==> config.mk <==
export PLATFORM = sky130hd
export DESIGN_NAME = rx_err_dma_gate
export DESIGN_NICKNAME = d
export VERILOG_FILES = /design/src/rtl/rx_err_dma_gate.sv
export SDC_FILE = /design/constraint.sdc
export NUM_CORES = 1
export LEC_CHECK = 0
export ABC_CLOCK_PERIOD_IN_PS = 900
export CAP_MARGIN = 20
export CORE_AREA = 2 2 39 41
export CTS_CLUSTER_SIZE = 12
export DETAILED_ROUTE_END_ITERATION = 8
export DIE_AREA = 0 0 41 43
export SETUP_SLACK_MARGIN = 0.05
export SKIP_CTS_REPAIR_TIMING = 1
export SYNTH_ARGS = -nofsm -noshare
export SYNTH_HDL_FRONTEND = slang
export SYNTH_SLANG_ARGS = --single-unit
==> constraint.sdc <==
create_clock -name clk -period 0.9 [get_ports clk]
set_clock_uncertainty 0.15 [all_clocks]
set_input_delay 0.135 -clock clk [delete_from_list [all_inputs] [get_ports clk]]
set_output_delay 0.135 -clock clk [all_outputs]
set_load 0.02 [all_outputs]
==> src/rtl/rx_err_dma_gate.sv <==
module rx_err_dma_gate (
  input  logic clk,
  input  logic rst_n,
  input  logic rx_en,
  input  logic err_hold_mode,
  input  logic char_valid,
  input  logic char_perr,
  input  logic char_ferr,
  input  logic char_nerr,
  input  logic dma_en,
  input  logic dr_clear,
  input  logic perr_clear,
  input  logic ferr_clear,
  input  logic nerr_clear,
  input  logic ovr_clear,
  output logic data_ready,
  output logic perr_flag,
  output logic ferr_flag,
  output logic nerr_flag,
  output logic ovr_flag,
  output logic dma_req
);

  logic hold_q;
  logic accept, faulty, lands, blocked;

  assign accept  = rx_en & char_valid;
  assign faulty  = char_perr | char_ferr | char_nerr;
  assign lands   = accept & (hold_q | ~faulty);
  assign blocked = data_ready & ~dr_clear;

  always_ff @(posedge clk or negedge rst_n) begin
    if (!rst_n) begin
      hold_q     <= 1'b0;
      data_ready <= 1'b0;
      perr_flag  <= 1'b0;
      ferr_flag  <= 1'b0;
      nerr_flag  <= 1'b0;
      ovr_flag   <= 1'b0;
    end else begin
      if (!rx_en) hold_q <= err_hold_mode;
      data_ready <= lands | blocked;
      perr_flag  <= (accept & char_perr) | (perr_flag & ~perr_clear);
      ferr_flag  <= (accept & char_ferr) | (ferr_flag & ~ferr_clear);
      nerr_flag  <= (accept & char_nerr) | (nerr_flag & ~nerr_clear);
      ovr_flag   <= (lands & blocked) | (ovr_flag & ~ovr_clear);
    end
  end

  assign dma_req = data_ready & dma_en & ~(hold_q & (perr_flag | ferr_flag | nerr_flag));

endmodule


==> results of run 1 <==
==> cell families (layout without fill, tap and decap cells) <==
family | count (synthesis) | after routing | synth area share [%]
multiplexers | 1 | 1 | 4.245
flip-flops | 6 | 6 | 56.60
buffers and inverters | 4 | 34 | 5.659
AND/OR/NAND/NOR | 7 | 7 | 15.57
AO/OA/AOI/OAI | 6 | 6 | 17.92
==> through the flow <==
step	hold slack, ps	TNS, ps	setup slack, ps	instance area [um^2]
final	-18.41	-2734	-583.4	623.1
after global routing	-2.888	-3133	-631.1	623.1
after global placement	239.0	-4550	-787.8	534.3
after CTS	-18.84	-4945	-1068	560.5
after floorplan	-310.6	-301.8	-301.8	279.0
after detailed placement	239.6	-4610	-799.5	534.3
==> worst max-delay path, stage by stage (launching register included) <==
cell	delay (ps)
dfrtp_2	420
o31ai_4	230
and3_4	200
buf_6	110
==> flip-flops by register name, summed over array words and instances, names as in the netlist <==
signal      flops
nerr_flag       1
ferr_flag       1
ovr_flag        1
perr_flag       1
data_ready      1
hold_q          1
==> power breakdown <==
group / internal [mW] / switching (mW)
registers: 0.295 / 0.0231
logic: 0.161 / 0.0945
clock network: 0.168 / 0.0934
==> layer usage <==
layer	GRT usage [%]	vias to the layer above	routed length, um
met1	10.89	123	267
li1	-	146	-
met2	11.25	14	385
met5	0	-	0
met4	8.000	0	0
met3	3.141	0	59
==> area by class of cell <==
type	count	area, um^2	area share [%]
Multi-Input combinational cell	14	138.9	22.29
Timing Repair Buffer	26	267.8	42.97
Tap cell	16	20.02	3.213
Sequential cell	6	155.1	24.90
Inverter	4	15.01	2.410
Clock buffer	4	26.28	4.217
==> worst min path at each step <==
stage                     start         end  slack [ps]  cells past startpoint
final                     rst_n   perr_flag         -20                      1
after global routing      rst_n   perr_flag          -3                      1
after CTS                 rst_n   perr_flag         -20                      1
after detailed placement  rst_n      hold_q         240                      1
after global placement    rst_n    ovr_flag         240                      1
after floorplan           rst_n  data_ready        -310                      0
==> cell usage in the layout (no fill, tap or decap) <==
cell type        Yosys  layout
clkdlybuf4s50_1      0      12
inv_1                4       2
nor3_2               1       1
and3_4               0       1
nand3_1              3       3
buf_6                0      10
clkbuf_1             0       1
o211ai_4             0       1
dfrtp_2              0       4
o21ai_2              0       2
nand2_1              1       1
o22ai_2              1       1
nand2b_1             1       1
clkbuf_4             0       3
mux2_4               0       1
o31ai_4              0       1
dfrtp_1              6       2
buf_4                0       3
inv_2                0       2
o21ai_1              0       1
dlymetal6s2s_1       0       1
==> results.sh, run 1 <==
export IMPL_num_fill_cells=151
export IMPL_synthDominantAreaCellType="dfrtp_1"
export IMPL_initial_antenna_violation_count=0
export IMPL_critPathRequiredTime_ps=610
export IMPL_global_route_wire_length_before_repair_um=979
export IMPL_worstMarginPinSlew_ps=265.5
export IMPL_height_of_the_chip_um=43
export IMPL_coreArea_um2=1384
export IMPL_layout_nets=69
export IMPL_clock_root_buffer="clkbuf_4"
export IMPL_min_period_ps=1483
export IMPL_rsz0062_at_grt="true"
export IMPL_cts_tree="yes"
export IMPL_netlist_cell_type_count=12
export IMPL_final_slew_viol_count=0
export IMPL_dr_total_vias=283
export IMPL_timing_critical_path_to_type="output port"
export IMPL_post_route_cells_drive_above_1_share_pct=55.56
export IMPL_critPathKind="reg -> out"
export IMPL_grt_remaining_overflow=0
export IMPL_power_density_cell_area_nw_per_um2=1339
export IMPL_synth_most_common_cell="dfrtp_1"
export IMPL_drt_first_iter_violations=0
export IMPL_clock_input_transition_at_the_sequential_cells_of_the_worst_setup_and_hold_paths_ps=50
export IMPL_initial_drt_pass_iterations=1
export IMPL_postSynth_asyncResetShare_pct=100.0
export IMPL_wire_per_inst_um=10.17
export IMPL_crit_end="dma_req"
export IMPL_antenna_violating_nets_left=0
export IMPL_crit_fanout=2
export IMPL_synth_yosys_seq_area_share_pct=56.60
export IMPL_final_hold_violation_count=6
export IMPL_synth_area_leaders="dfrtp_1 57%, nand3_1 5.7%, o21ai_0 5.7%"
export IMPL_synth_yosys_warnings=0
export IMPL_yosysTopAreaCellShare_pct=56.60
export IMPL_min_period_over_period_pct=164.8
export IMPL_violations_in_the_final_reports="negative hold slack, negative setup slack"
export IMPL_overall_global_routing_usage_pct=8.806
export IMPL_hpwlAfterDp_um=530.2
export IMPL_regToRegStartpoint="hold_q"
export IMPL_final_core_utilization_pct=45.03
export IMPL_edff_count_synth=0
export IMPL_cp_data_arrival_time_ps=1200
export IMPL_cts_buffer_depth=2
export IMPL_hold_slack_ps=-18.41
export IMPL_largest_vdd_supply_drop_uv=510.8
export IMPL_leakagePower_nw=0.2726
export IMPL_worstRegToRegCells=3
export IMPL_floorplan_rows=14
export IMPL_synthesis_area_per_instance_um2=11.05
export IMPL_synthesis_instances=24
export IMPL_worst_slack_ps=-583.4
export IMPL_dp_cells=65
export IMPL_synth_cell_area_um2=265.3
export IMPL_syn_to_final_growth_pct=134.9
export IMPL_timing_slew_headroom_pct=82.24
export IMPL_final_instance_count_excl_fill=70
export IMPL_total_power_mw=0.8346
export IMPL_drc=0
export IMPL_fp_dieW_um=41
export IMPL_clkSinkCount=6
export IMPL_cts_made_buffers=3
export IMPL_synth_seq_cells=6
export IMPL_status="complete, but fails checks"
export IMPL_ios=20
export IMPL_rr_endpoint="ovr_flag"
export IMPL_htree_levels=1
export IMPL_maxCapViolations=0
export IMPL_worst_min_delay_path_class="in -> async"
export IMPL_die_area_um2=1763
export IMPL_synth_main_ff_cell="dfrtp_1"
export IMPL_achievable_frequency_mhz=674.1
export IMPL_startpoint_type="flop"
export IMPL_port_buffers=19
export IMPL_crit_path_start="nerr_flag"
export IMPL_place_gp_congestion=0.6229
export IMPL_floorplan_initialDensity_pct=19.17
export IMPL_number_of_global_route_vias_before_repair=254
export IMPL_synth_cells_most_frequent="6 x dfrtp_1, 4 x inv_1, 3 x nand3_1, 3 x o21ai_0"
export IMPL_timing_final_setup_violations=12
export IMPL_total_wire_length_um=712
export IMPL_clk_lat_worst_skew_ps=240
export IMPL_largest_net_degree_at_the_start_of_global_routing=7
export IMPL_r2r_slack_ps=-190
export IMPL_routed_via_density=4.043
export IMPL_antennaDiodeCount=0
export IMPL_mappedNetlistNets=38
(Power assumes the default switching activity.)
==> inputs of run 2 (changes only) <==
- CAP_MARGIN: 20 -> not set
==> results of run 2 <==
Same layout as run 1: the final DEF is identical, and so are final timing and power.
==> inputs of run 3 (changes only) <==
- SKIP_LAST_GASP: not set -> 1
==> results.sh, run 3 (synthesis results as in run 1) <==
export IMPL_initial_antenna_violation_count=0
export IMPL_critPathRequiredTime_ps=610
export IMPL_worstRegToRegCells=3
export IMPL_cts_buffer_depth=2
export IMPL_overall_global_routing_usage_pct=8.806
export IMPL_regToRegStartpoint="hold_q"
export IMPL_final_hold_violation_count=6
export IMPL_worstMarginPinSlew_ps=264.8
export IMPL_dp_cells=65
export IMPL_power_share_combinational_pct=30.4
export IMPL_leakagePower_nw=0.2712
export IMPL_total_wire_length_um=709
export IMPL_intPower_mw=0.6224
export IMPL_hold_slack_ps=-18.69
export IMPL_post_route_cells_drive_above_1_share_pct=51.85
export IMPL_die_area_um2=1763
export IMPL_violations_in_the_final_reports="negative hold slack, negative setup slack"
export IMPL_largest_net_degree_at_the_start_of_global_routing=7
export IMPL_sw_frac_of_total_pct=25.13
export IMPL_clock_input_transition_at_the_sequential_cells_of_the_worst_setup_and_hold_paths_ps=50
export IMPL_place_ws_ps=-799.5
export IMPL_timing_critical_path_to_type="output port"
export IMPL_startpoint_type="flop"
export IMPL_antenna_violating_nets_left=0
export IMPL_antennaDiodeCount=0
export IMPL_hpwlAfterDp_um=530.2
export IMPL_rsz0062_at_grt="true"
export IMPL_timing_final_setup_violations=12
export IMPL_number_of_global_route_vias_before_repair=254
export IMPL_wire_per_inst_um=10.13
export IMPL_initial_drt_pass_iterations=1
export IMPL_pwr_share_seq_pct=38.2
export IMPL_total_switching_power_mw=0.2088
export IMPL_global_route_wire_length_before_repair_um=979
export IMPL_achievable_frequency_mhz=674.1
export IMPL_worst_min_delay_path_class="in -> async"
export IMPL_grt_remaining_overflow=0
export IMPL_layout_commonest_cell="clkdlybuf4s50_1"
export IMPL_fp_dieW_um=41
export IMPL_most_common_layout_cells="12 x clkdlybuf4s50_1, 10 x buf_6, 4 x dfrtp_2"
export IMPL_ios=20
export IMPL_dr_total_vias=282
export IMPL_total_power_mw=0.8312
export IMPL_floorplan_rows=14
export IMPL_power_density_cell_area_nw_per_um2=1342
export IMPL_min_period_over_period_pct=164.8
export IMPL_min_period_ps=1484
export IMPL_worst_slack_ps=-583.5
export IMPL_clock_root_buffer="clkbuf_4"
export IMPL_floorplan_initialDensity_pct=19.17
export IMPL_htree_levels=1
export IMPL_cp_data_arrival_time_ps=1200
export IMPL_cts_made_buffers=3
export IMPL_height_of_the_chip_um=43
export IMPL_drt_first_iter_violations=0
export IMPL_rr_endpoint="ovr_flag"
export IMPL_maxCapViolations=0
export IMPL_drc=0
export IMPL_routed_via_density=4.029
export IMPL_syn_to_final_growth_pct=133.5
export IMPL_clk_lat_worst_skew_ps=240
export IMPL_final_slew_viol_count=0
export IMPL_r2r_slack_ps=-190
export IMPL_clkSinkCount=6
export IMPL_coreArea_um2=1384
export IMPL_crit_fanout=2
export IMPL_cts_tree="yes"
export IMPL_place_gp_congestion=0.6229
export IMPL_critPathKind="reg -> out"
export IMPL_status="complete, but fails checks"
export IMPL_port_buffers=19
export IMPL_portion_of_total_power_attributed_to_the_clock_network_pct=31.4
export IMPL_largest_vdd_supply_drop_uv=465.0
export IMPL_final_instance_count_excl_fill=70
export IMPL_layout_nets=69
export IMPL_timing_slew_headroom_pct=82.29
-- run 3: cell count changes in the layout (fill, tap and decap cells not counted) --
cell / delta
inv_1: +1
o21ai_1: +1
inv_2: -1
o21ai_2: -1
-- run 3: stage by stage --
| step | area, um^2 | hold WS, ps | util [%] | TNS, ps |
|---|---|---|---|---|
| after floorplan | 279.0 | -310.6 | - | -301.8 |
| final | 619.3 | -18.69 | 44.76 | -2746 |
| after global placement | 534.3 | 239.0 | 38.61 | -4550 |
| after global routing | 619.3 | -4.190 | 44.76 | -3159 |
| after CTS | 560.5 | -18.84 | 40.51 | -4945 |
| after detailed placement | 534.3 | 239.6 | 38.61 | -4610 |
-- run 3: how the worst max path moves through the flow --
| stage | from | end | slack [ps] | cells after the start |
|---|---|---|---|---|
| floorplan | perr_flag | dma_req | -300 | 2 |
| global placement | perr_flag | dma_req | -790 | 3 |
| detailed placement | perr_flag | dma_req | -800 | 3 |
| CTS | perr_flag | dma_req | -1070 | 3 |
| global route | nerr_flag | dma_req | -630 | 3 |
| finish | nerr_flag | dma_req | -580 | 3 |
-- run 3: per-layer routing --
layer	wire length [um]	track usage, %	vias to the layer above
li1	-	-	144
met1	270	10.89	124
met2	379	11.25	14
met3	59	3.141	0
met4	0	8.000	0
met5	0	0	-
-- run 3: layout make-up --
cell class | instances | area [um^2]
sequential | 6 | 155.1
timing repair buffer | 26 | 267.8
tap | 16 | 20.02
fill | 152 | 764.5
multi-input combinational | 14 | 135.1
inverter | 4 | 15.01
clock buffer | 4 | 26.28
-- run 3: worst max-delay path: stages (launching register included) --
cell	delay [ps]
dfrtp_2	420
o31ai_4	230
and3_4	200
buf_6	110
-- run 3: power by group through the flow --
stage	combinational (mW)	sequential, mW	clock, mW
3_3_place_gp	0.212	0.310	0
4_1_cts	0.214	0.308	0.274
3_5_place_dp	0.213	0.311	0
6_report	0.252	0.318	0.261
2_1_floorplan	0.0407	0.335	0
5_1_grt	0.272	0.319	0.299
